==> config.mk <==
export PLATFORM = sky130hd
export DESIGN_NAME = blkxfer_engine
export DESIGN_NICKNAME = d
export VERILOG_FILES = /design/src/rtl/blkxfer_engine.sv
export SDC_FILE = /design/constraint.sdc
export NUM_CORES = 1
export LEC_CHECK = 0
export BUFFER_PORTS_ARGS = -buffer_cell sky130_fd_sc_hd__buf_2
export CAP_MARGIN = 0
export CORE_ASPECT_RATIO = 0.7
export CORE_MARGIN = 4
export CORE_UTILIZATION = 51
export CTS_CLUSTER_DIAMETER = 120
export DETAILED_ROUTE_END_ITERATION = 12
export GPL_TIMING_DRIVEN = 0
export MAX_ROUTING_LAYER = met4
export PLACE_DENSITY = 0.76
export SYNTH_ARGS = -nofsm -noshare
export SYNTH_HDL_FRONTEND = slang
export SYNTH_SLANG_ARGS = --single-unit
==> constraint.sdc <==
create_clock -name clk -period 10.2 [get_ports clk]
set_clock_uncertainty 0.1 [all_clocks]
set_input_delay 1.02 -clock clk [delete_from_list [all_inputs] [get_ports clk]]
set_output_delay 1.02 -clock clk [all_outputs]
set_load 0.02 [all_outputs]
==> src/rtl/blkxfer_engine.sv <==
module blkxfer_engine #(
  parameter int AW  = 16,
  parameter int MAW = 16,
  parameter int CW  = 16,
  parameter int WW  = 8
) (
  input  logic           clk,
  input  logic           rst_n,
  input  logic           start,
  input  logic [2:0]     op,
  input  logic [CW-1:0]  count,
  input  logic [AW-1:0]  bus_base,
  input  logic [MAW-1:0] buf_base,
  input  logic [15:0]    ctl_word,
  input  logic [WW-1:0]  wait_cycles,
  output logic [MAW-1:0] mem_addr,
  output logic           mem_rd,
  input  logic [15:0]    mem_rdata,
  output logic           mem_wr,
  output logic [15:0]    mem_wdata,
  output logic [15:0]    bus_ctl,
  output logic           bus_ctl_we,
  output logic [AW-1:0]  bus_addr,
  output logic           bus_dir,
  output logic           bus_strobe,
  output logic [15:0]    bus_wdata,
  input  logic [15:0]    bus_rdata,
  output logic           busy,
  output logic           done
);
  typedef enum logic [2:0] {S_IDLE, S_CTL, S_MRD, S_MDAT, S_BEAT, S_MWR, S_FIN} st_t;

  st_t            st;
  logic [2:0]     opr;
  logic [CW-1:0]  cnt;
  logic [AW-1:0]  baddr;
  logic [MAW-1:0] maddr;
  logic [15:0]    sh, ctl_q;
  logic [WW-1:0]  wlen, wc;
  logic [1:0]     beat;

  wire [1:0]  sz      = opr[1:0];
  wire        dir_in  = opr[2];
  wire        last_bt = (sz == 2'd0) || (sz != 2'd3 && beat == 2'd1) || (beat == 2'd3);
  wire        wc_end  = (wc == wlen - WW'(1));
  wire [15:0] rin     = (sz == 2'd0) ? bus_rdata : {8'h00, bus_rdata[7:0]};
  wire [15:0] merged  = sh | rin;
  wire [1:0]  shamt   = (op[1:0] == 2'd0) ? 2'd0 : (op[1:0] == 2'd3) ? 2'd2 : 2'd1;

  function automatic logic [15:0] rot8(input logic [15:0] v);
    return {v[7:0], v[15:8]};
  endfunction

  function automatic logic [15:0] rot12(input logic [15:0] v);
    return {v[3:0], v[15:4]};
  endfunction

  always_ff @(posedge clk) begin
    if (!rst_n) begin
      st    <= S_IDLE;
      opr   <= '0;
      cnt   <= '0;
      baddr <= '0;
      maddr <= '0;
      sh    <= '0;
      ctl_q <= '0;
      wlen  <= WW'(1);
      wc    <= '0;
      beat  <= '0;
    end else begin
      case (st)
        S_IDLE: if (start && op != 3'd7) begin
          opr   <= op;
          cnt   <= count;
          baddr <= bus_base + (AW'(count) << shamt) - AW'(1);
          maddr <= buf_base + MAW'(count) - MAW'(1);
          wlen  <= (wait_cycles == '0) ? WW'(1) : wait_cycles;
          ctl_q <= ctl_word;
          st    <= S_CTL;
        end
        S_CTL: begin
          sh   <= '0;
          beat <= '0;
          wc   <= '0;
          if (cnt == '0)  st <= S_FIN;
          else if (dir_in) st <= S_BEAT;
          else            st <= S_MRD;
        end
        S_MRD: st <= S_MDAT;
        S_MDAT: begin
          sh   <= (sz == 2'd2) ? rot8(mem_rdata) : mem_rdata;
          beat <= '0;
          wc   <= '0;
          st   <= S_BEAT;
        end
        S_BEAT: begin
          if (!wc_end) begin
            wc <= wc + WW'(1);
          end else begin
            wc    <= '0;
            baddr <= baddr - AW'(1);
            if (dir_in) begin
              if (last_bt) begin
                sh <= (sz == 2'd1) ? rot8(merged) : merged;
                st <= S_MWR;
              end else begin
                sh   <= rot8(merged);
                beat <= beat + 2'd1;
              end
            end else if (last_bt) begin
              cnt   <= cnt - CW'(1);
              maddr <= maddr - MAW'(1);
              st    <= (cnt == CW'(1)) ? S_FIN : S_MRD;
            end else begin
              sh   <= (sz == 2'd3) ? rot12(sh) : rot8(sh);
              beat <= beat + 2'd1;
            end
          end
        end
        S_MWR: begin
          cnt   <= cnt - CW'(1);
          maddr <= maddr - MAW'(1);
          sh    <= '0;
          beat  <= '0;
          st    <= (cnt == CW'(1)) ? S_FIN : S_BEAT;
        end
        S_FIN: st <= S_IDLE;
        default: st <= S_IDLE;
      endcase
    end
  end

  assign mem_addr   = maddr;
  assign mem_rd     = (st == S_MRD);
  assign mem_wr     = (st == S_MWR);
  assign mem_wdata  = sh;
  assign bus_ctl    = ctl_q;
  assign bus_ctl_we = (st == S_CTL);
  assign bus_addr   = baddr;
  assign bus_dir    = !opr[2];
  assign bus_strobe = (st == S_BEAT);
  assign bus_wdata  = (sz == 2'd0) ? sh : (sz == 2'd3) ? {12'h000, sh[3:0]} : {8'h00, sh[7:0]};
  assign busy       = (st != S_IDLE);
  assign done       = (st == S_FIN);
endmodule

== After elaboration in Yosys (flattened, before gate mapping) ==
Cells that the tools add are included.
Word-level totals
  register bits: 104
  input port bits: 110
  output and inout bits: 87
  word-level logic and storage cells: 111
Operators by class
  add/sub/neg operators: 10
  equal/unequal tests: 22
  shift-type cells: 1
  multiplexer cells: 42
  bitwise logic cells: 1
  reduce and logical (&&, ||, !) cells: 25
Operator list (number)
  16-bit two-way mux: 19
  16-bit one-hot mux with 3 select lines: 3
  16-bit by 1-bit subtractor with 16-bit output, second input constant: 5
  16-bit adder: 2
  16-bit one-hot mux with 2 select lines: 1
  3-bit two-way mux: 8
  8-bit two-way mux: 3
  3-bit one-hot mux with 6 select lines: 1
  16-bit by 1-bit == test with 1-bit output, second input constant: 1
  16-bit logical NOT: 1
  16-bit OR: 1
  8-bit one-hot mux with 2 select lines: 1
  16-bit by 2-bit << shifter with 16-bit output: 1
  3-bit AND reduction: 4
  2-bit two-way mux: 5
  3-bit == test, second input constant: 3
  3-bit nonzero test: 3
  8-bit by 1-bit adder with 8-bit output, second input constant: 1
  2-bit == test, second input constant: 4
  8-bit == test: 1
  8-bit logical NOT: 1
  2-bit != test, second input constant: 4
  8-bit by 1-bit subtractor with 8-bit output, second input constant: 1
  3-bit by 2-bit == test with 1-bit output, second input constant: 2
  16 further kinds: 25

== Logic depth before layout (Yosys ltp) ==
  depth after elaboration: 8
  depth in mapped cells: 17
  depth with buffers taken out: 16

== Worst setup path before layout ==
No wires, ideal clock.
  path type: input to register
  from: in op[0]
  to: reg baddr[14] (netlist: bus_addr[14])
  library setup time: 0.074 ns
  arrival: 4.470 ns
  required time: 10.026 ns
  path slack: 5.556 ns
  stages on the path: 15
  path buffers: 2
  cell sequence: ha_1 clkbuf_1 buf_1 mux2i_1 a21oi_1 inv_1 ha_1 inv_1 ha_1 o21a_1 o21ai_0 o31ai_1 nand4_1 or4b_2 a31oi_1
On the way
  longest elaborated chain between the ends: 8
Ends and longest elaborated chain
  from (decl): RTL line 10  | input logic [2:0] op,
  2-bit == test: RTL line 48  | wire [1:0] shamt = (op[1:0] == 2'd0) ? 2'd0 : (op[1:0] == 2'd3) ? 2'd2 : 2'd1;
  2-bit two-way mux (2 in a row): RTL line 48
  16-bit by 2-bit << shifter with 16-bit output: RTL line 75  | baddr <= bus_base + (AW'(count) << shamt) - AW'(1);
  16-bit adder: RTL line 75
  16-bit by 1-bit subtractor with 16-bit output: RTL line 75
  16-bit two-way mux: RTL line 72  | S_IDLE: if (start && op != 3'd7) begin
  16-bit one-hot mux with 2 select lines: RTL line 71  | case (st)
  to (signal assigned): RTL line 75
  to (signal assigned): RTL line 101  | baddr <= baddr - AW'(1);
  to (decl): RTL line 36  | logic [AW-1:0] baddr;
Parallel ways exist; a longest one is shown, timed or not. The select of a mux whose other input is x is not followed.
A chain may end at the register's enable or synchronous reset.

== Final worst setup path ==
  from: in op[0]
  to: reg baddr[15] (netlist: bus_addr[15])
The elaborated chain is that of the path after synthesis.

==> impl_metrics.tcl <==
set metrics [dict create \
    status "completed" \
    cts_htree_levels 3 \
    numCtsBuffers 9 \
    pre_cts_ws_ns 4.85 \
    drt_iter0_markers 1130 \
    max_freq_mhz 199 \
    netlist_area_um2 8920 \
    antenna_found_initial 1 \
    ys_types 77 \
    die_height_um 119 \
    dp.cells 1660 \
    power.static_leakage_uw 0.00489 \
    holdCritPathClass "reg2reg" \
    cts_buffer_depth 2 \
    clkPwrFrac 0.196 \
    finalCritPeriodShare 0.493 \
    slew_viol_final 0 \
    worst_setup_path_end_kind "flop" \
    yosysTopAreaCellShare 0.233 \
    cp-start-kind "input port" \
    drc 0 \
    num_rows 40 \
    ys_seq_area_frac 0.233 \
    grt_use_total 0.285 \
    yosysWarnings 0 \
    vdd.ir_drop.worst_uv 95.0 \
    ys_top_cells_by_area "dfxtp_1, ha_1, a21oi_1, inv_1, nand2_1" \
    synth_edf_count 0 \
    die_w_um 166 \
    power.internal_uw 983 \
    drtPass1Iterations 6 \
    holdWs_ns 0.356 \
    dieArea_um2 19700 \
    setup_ws_ns 5.17 \
    p_sw_frac 0.454 \
    cts.sinks 104 \
    seq_power_share 0.300 \
    syn_to_final_growth_pct 17.5 \
    coreArea_um2 17200 \
    critPathKind "in2reg" \
    gp_congestion 0.969 \
    rsz0062_at_grt "false" \
    grt_overflow_total 0 \
    combPwrFrac 0.504 \
    yosys.area.top_type "dfxtp_1" \
    grt_max_degree 19 \
    ios 197 \
    cts_hold_buf 0 \
    syn_nets 1413 \
    cts_tree "yes" \
    crit_fanout 10 \
    drive_gt1_frac 0.176 \
    clkSlewWorstSetupHoldPaths_ns 0.08 \
    slew_headroom 0.468 \
    setup_tns_ns 0 \
    p_sw_uw 817 \
    start_util 0.520 \
    wl_per_cell_um 17.2 \
    worst_pin_slew_ns 0.797 \
    utilization 0.611 \
    startpoint "op[0]" \
    crit_required_ns 10.37 \
    grt_pass1_vias 9006 \
    ys_ff_latch 104 \
    totalWireLength_um 28900 \
    clk-insertion-delay-late_ns 0.36 \
    layout.area.seq_um2 2080 \
    cts_resized 0 \
    worstPathArrival_ns 5.19 \
    final_cells 1677 \
    via_per_inst 5.95 \
    postSynthCellCount 1233 \
    period_needed_ns 5.03 \
    grt_pass1_wl_um 45500 \
    multi_input_area_um2 6020 \
    r2r-start "wlen[0]" \
    avgSynthCellArea_um2 7.23 \
    num_vias 9985 \
    min_from "bus_ctl[2]" \
    power_density_nw_per_um2 172 \
    nFillCells 1644 \
    hpwlAfterDp_um 22300 \
    final-setup-viol-count 0 \
    postRouteAntennaNets 0 \
    maxCapViolCount 0 \
    port_buffers 196 \
    ys.flop_type "dfxtp_1" \
    layout.nets 1620 \
    post-cts-setup-buffers 0 \
    hold_viol_final 0 \
    async_flop_share 0 \
    clockRootBuffer "clkbuf_16" \
]
## power by group through the flow
stage / clock network [uW] / logic, uW / registers [uW]
floorplan: 0 / 596 / 578
CTS: 351 / 893 / 536
detailed placement: 0 / 888 / 545
finish: 352 / 908 / 540
global placement: 0 / 874 / 545
global route: 364 / 998 / 550
## worst max-delay path: stages
cell	delay (ns)
buf_2	0.11
ha_1	0.42
clkbuf_1	0.42
buf_1	0.43
inv_1	0.11
a31oi_1	0.30
ha_1	0.33
fa_1	0.47
nor2b_1	0.17
o31a_1	0.20
nor4_1	0.07
o31ai_1	0.51
a221oi_1	0.21
xnor2_1	0.18
a221oi_1	0.23
## cell families (layout without fill, tap and decap cells)
group	Yosys count	after routing	share of synthesized area
compound gates	395	395	0.290
mux	41	41	0.0516
buf+inv	207	419	0.0919
simple gates	387	387	0.204
xor+xnor	29	29	0.0285
flops	104	104	0.233
other cells	0	1	0
fa+ha+maj	70	70	0.0999
## worst paths after layout
kind	to	cells past startpoint	slack (ns)
setup / recovery	bus_addr[15]	15	5.17
hold / removal	bus_ctl[2]	2	0.36
setup reg to reg	cnt[15]	10	6.72
hold reg to reg	bus_ctl[2]	2	0.36
## metal layers
metal | global-route usage | routed length (um) | vias up | share of wire
met2 | 0.422 | 12300 | 505 | 0.43
met1 | 0.407 | 13100 | 4616 | 0.45
met3 | 0.0548 | 3030 | 51 | 0.10
met4 | 0.0608 | 455 | 0 | 0.016
li1 | - | - | 4813 | -
met5 | - | 0 | - | 0
## cells in the final DEF (no fill, tap or decap), types with 6 or more instances in the layout
cell type / Yosys / layout
o22ai_1: 19 / 19
nand3_1: 24 / 24
clkbuf_16: 0 / 9
clkbuf_1: 49 / 49
a21oi_1: 143 / 143
nor2_1: 109 / 109
xnor2_1: 17 / 17
nand2b_1: 13 / 13
o21ai_0: 60 / 60
ha_1: 68 / 68
and2_1: 18 / 18
o21bai_1: 7 / 7
inv_1: 137 / 137
or3_1: 9 / 9
buf_1: 7 / 7
xor2_1: 12 / 12
a211oi_1: 26 / 26
nor2b_1: 9 / 9
o32ai_1: 9 / 9
or4_1: 6 / 6
mux2i_1: 37 / 37
a21o_1: 14 / 14
a31oi_1: 22 / 22
nor3_1: 34 / 34
nand2_1: 121 / 121
dfxtp_1: 104 / 104
buf_2: 7 / 203
and3_1: 7 / 7
o21a_1: 10 / 10
nor4_1: 11 / 11
o31ai_1: 11 / 11
o211ai_1: 12 / 12
a311oi_1: 7 / 7
## synthesized netlist by cell type, types with 4 or more instances
master and n:
o211a_1 5, o221a_2 5, xor2_1 12, mux2i_1 37
or2_2 4, a221oi_1 4, a211oi_1 26, o32ai_1 9
a31oi_1 22, a21o_1 14, o22ai_1 19, buf_4 5
nand3_1 24, or4_1 6, a311oi_1 7, a211oi_2 4
o31ai_1 11, and3_1 7, ha_1 68, o21ai_0 60
a211o_1 5, a21oi_1 143, nand2_1 121, o211ai_1 12
inv_1 137, clkbuf_1 49, or3_1 9, dfxtp_1 104
nor2b_1 9, o21bai_1 7, nor2_1 109, xnor2_1 17
buf_2 7, nand2b_1 13, o21a_1 10, buf_1 7
mux4_2 4, nor4_1 11, nor3_1 34, and2_1 18
## metrics by stage
stage	area [um^2]	total power [uW]
final	10500	1800
after global routing	10500	1910
after CTS	10500	1780
after detailed placement	10200	1430
after global placement	10200	1420
after floorplan	8920	1170
## final cells by class
type,instances,share of cell area
buffer,70,0.0291
timing repair buffer,196,0.0936
inverter,137,0.0491
tap,231,0.0276
antenna,1,0.000239
clock inverter,6,0.00477
clock buffer,10,0.0228
sequential,104,0.199
multi-input combinational,922,0.574
## registers in the layout, indices dropped and copies added (netlist names), 8 cells and up
name and cells:
bus_addr 16, bus_ctl 16, cnt 16, mem_addr 16
mem_wdata 16, wc 8, wlen 8
(Power assumes the default switching activity.)
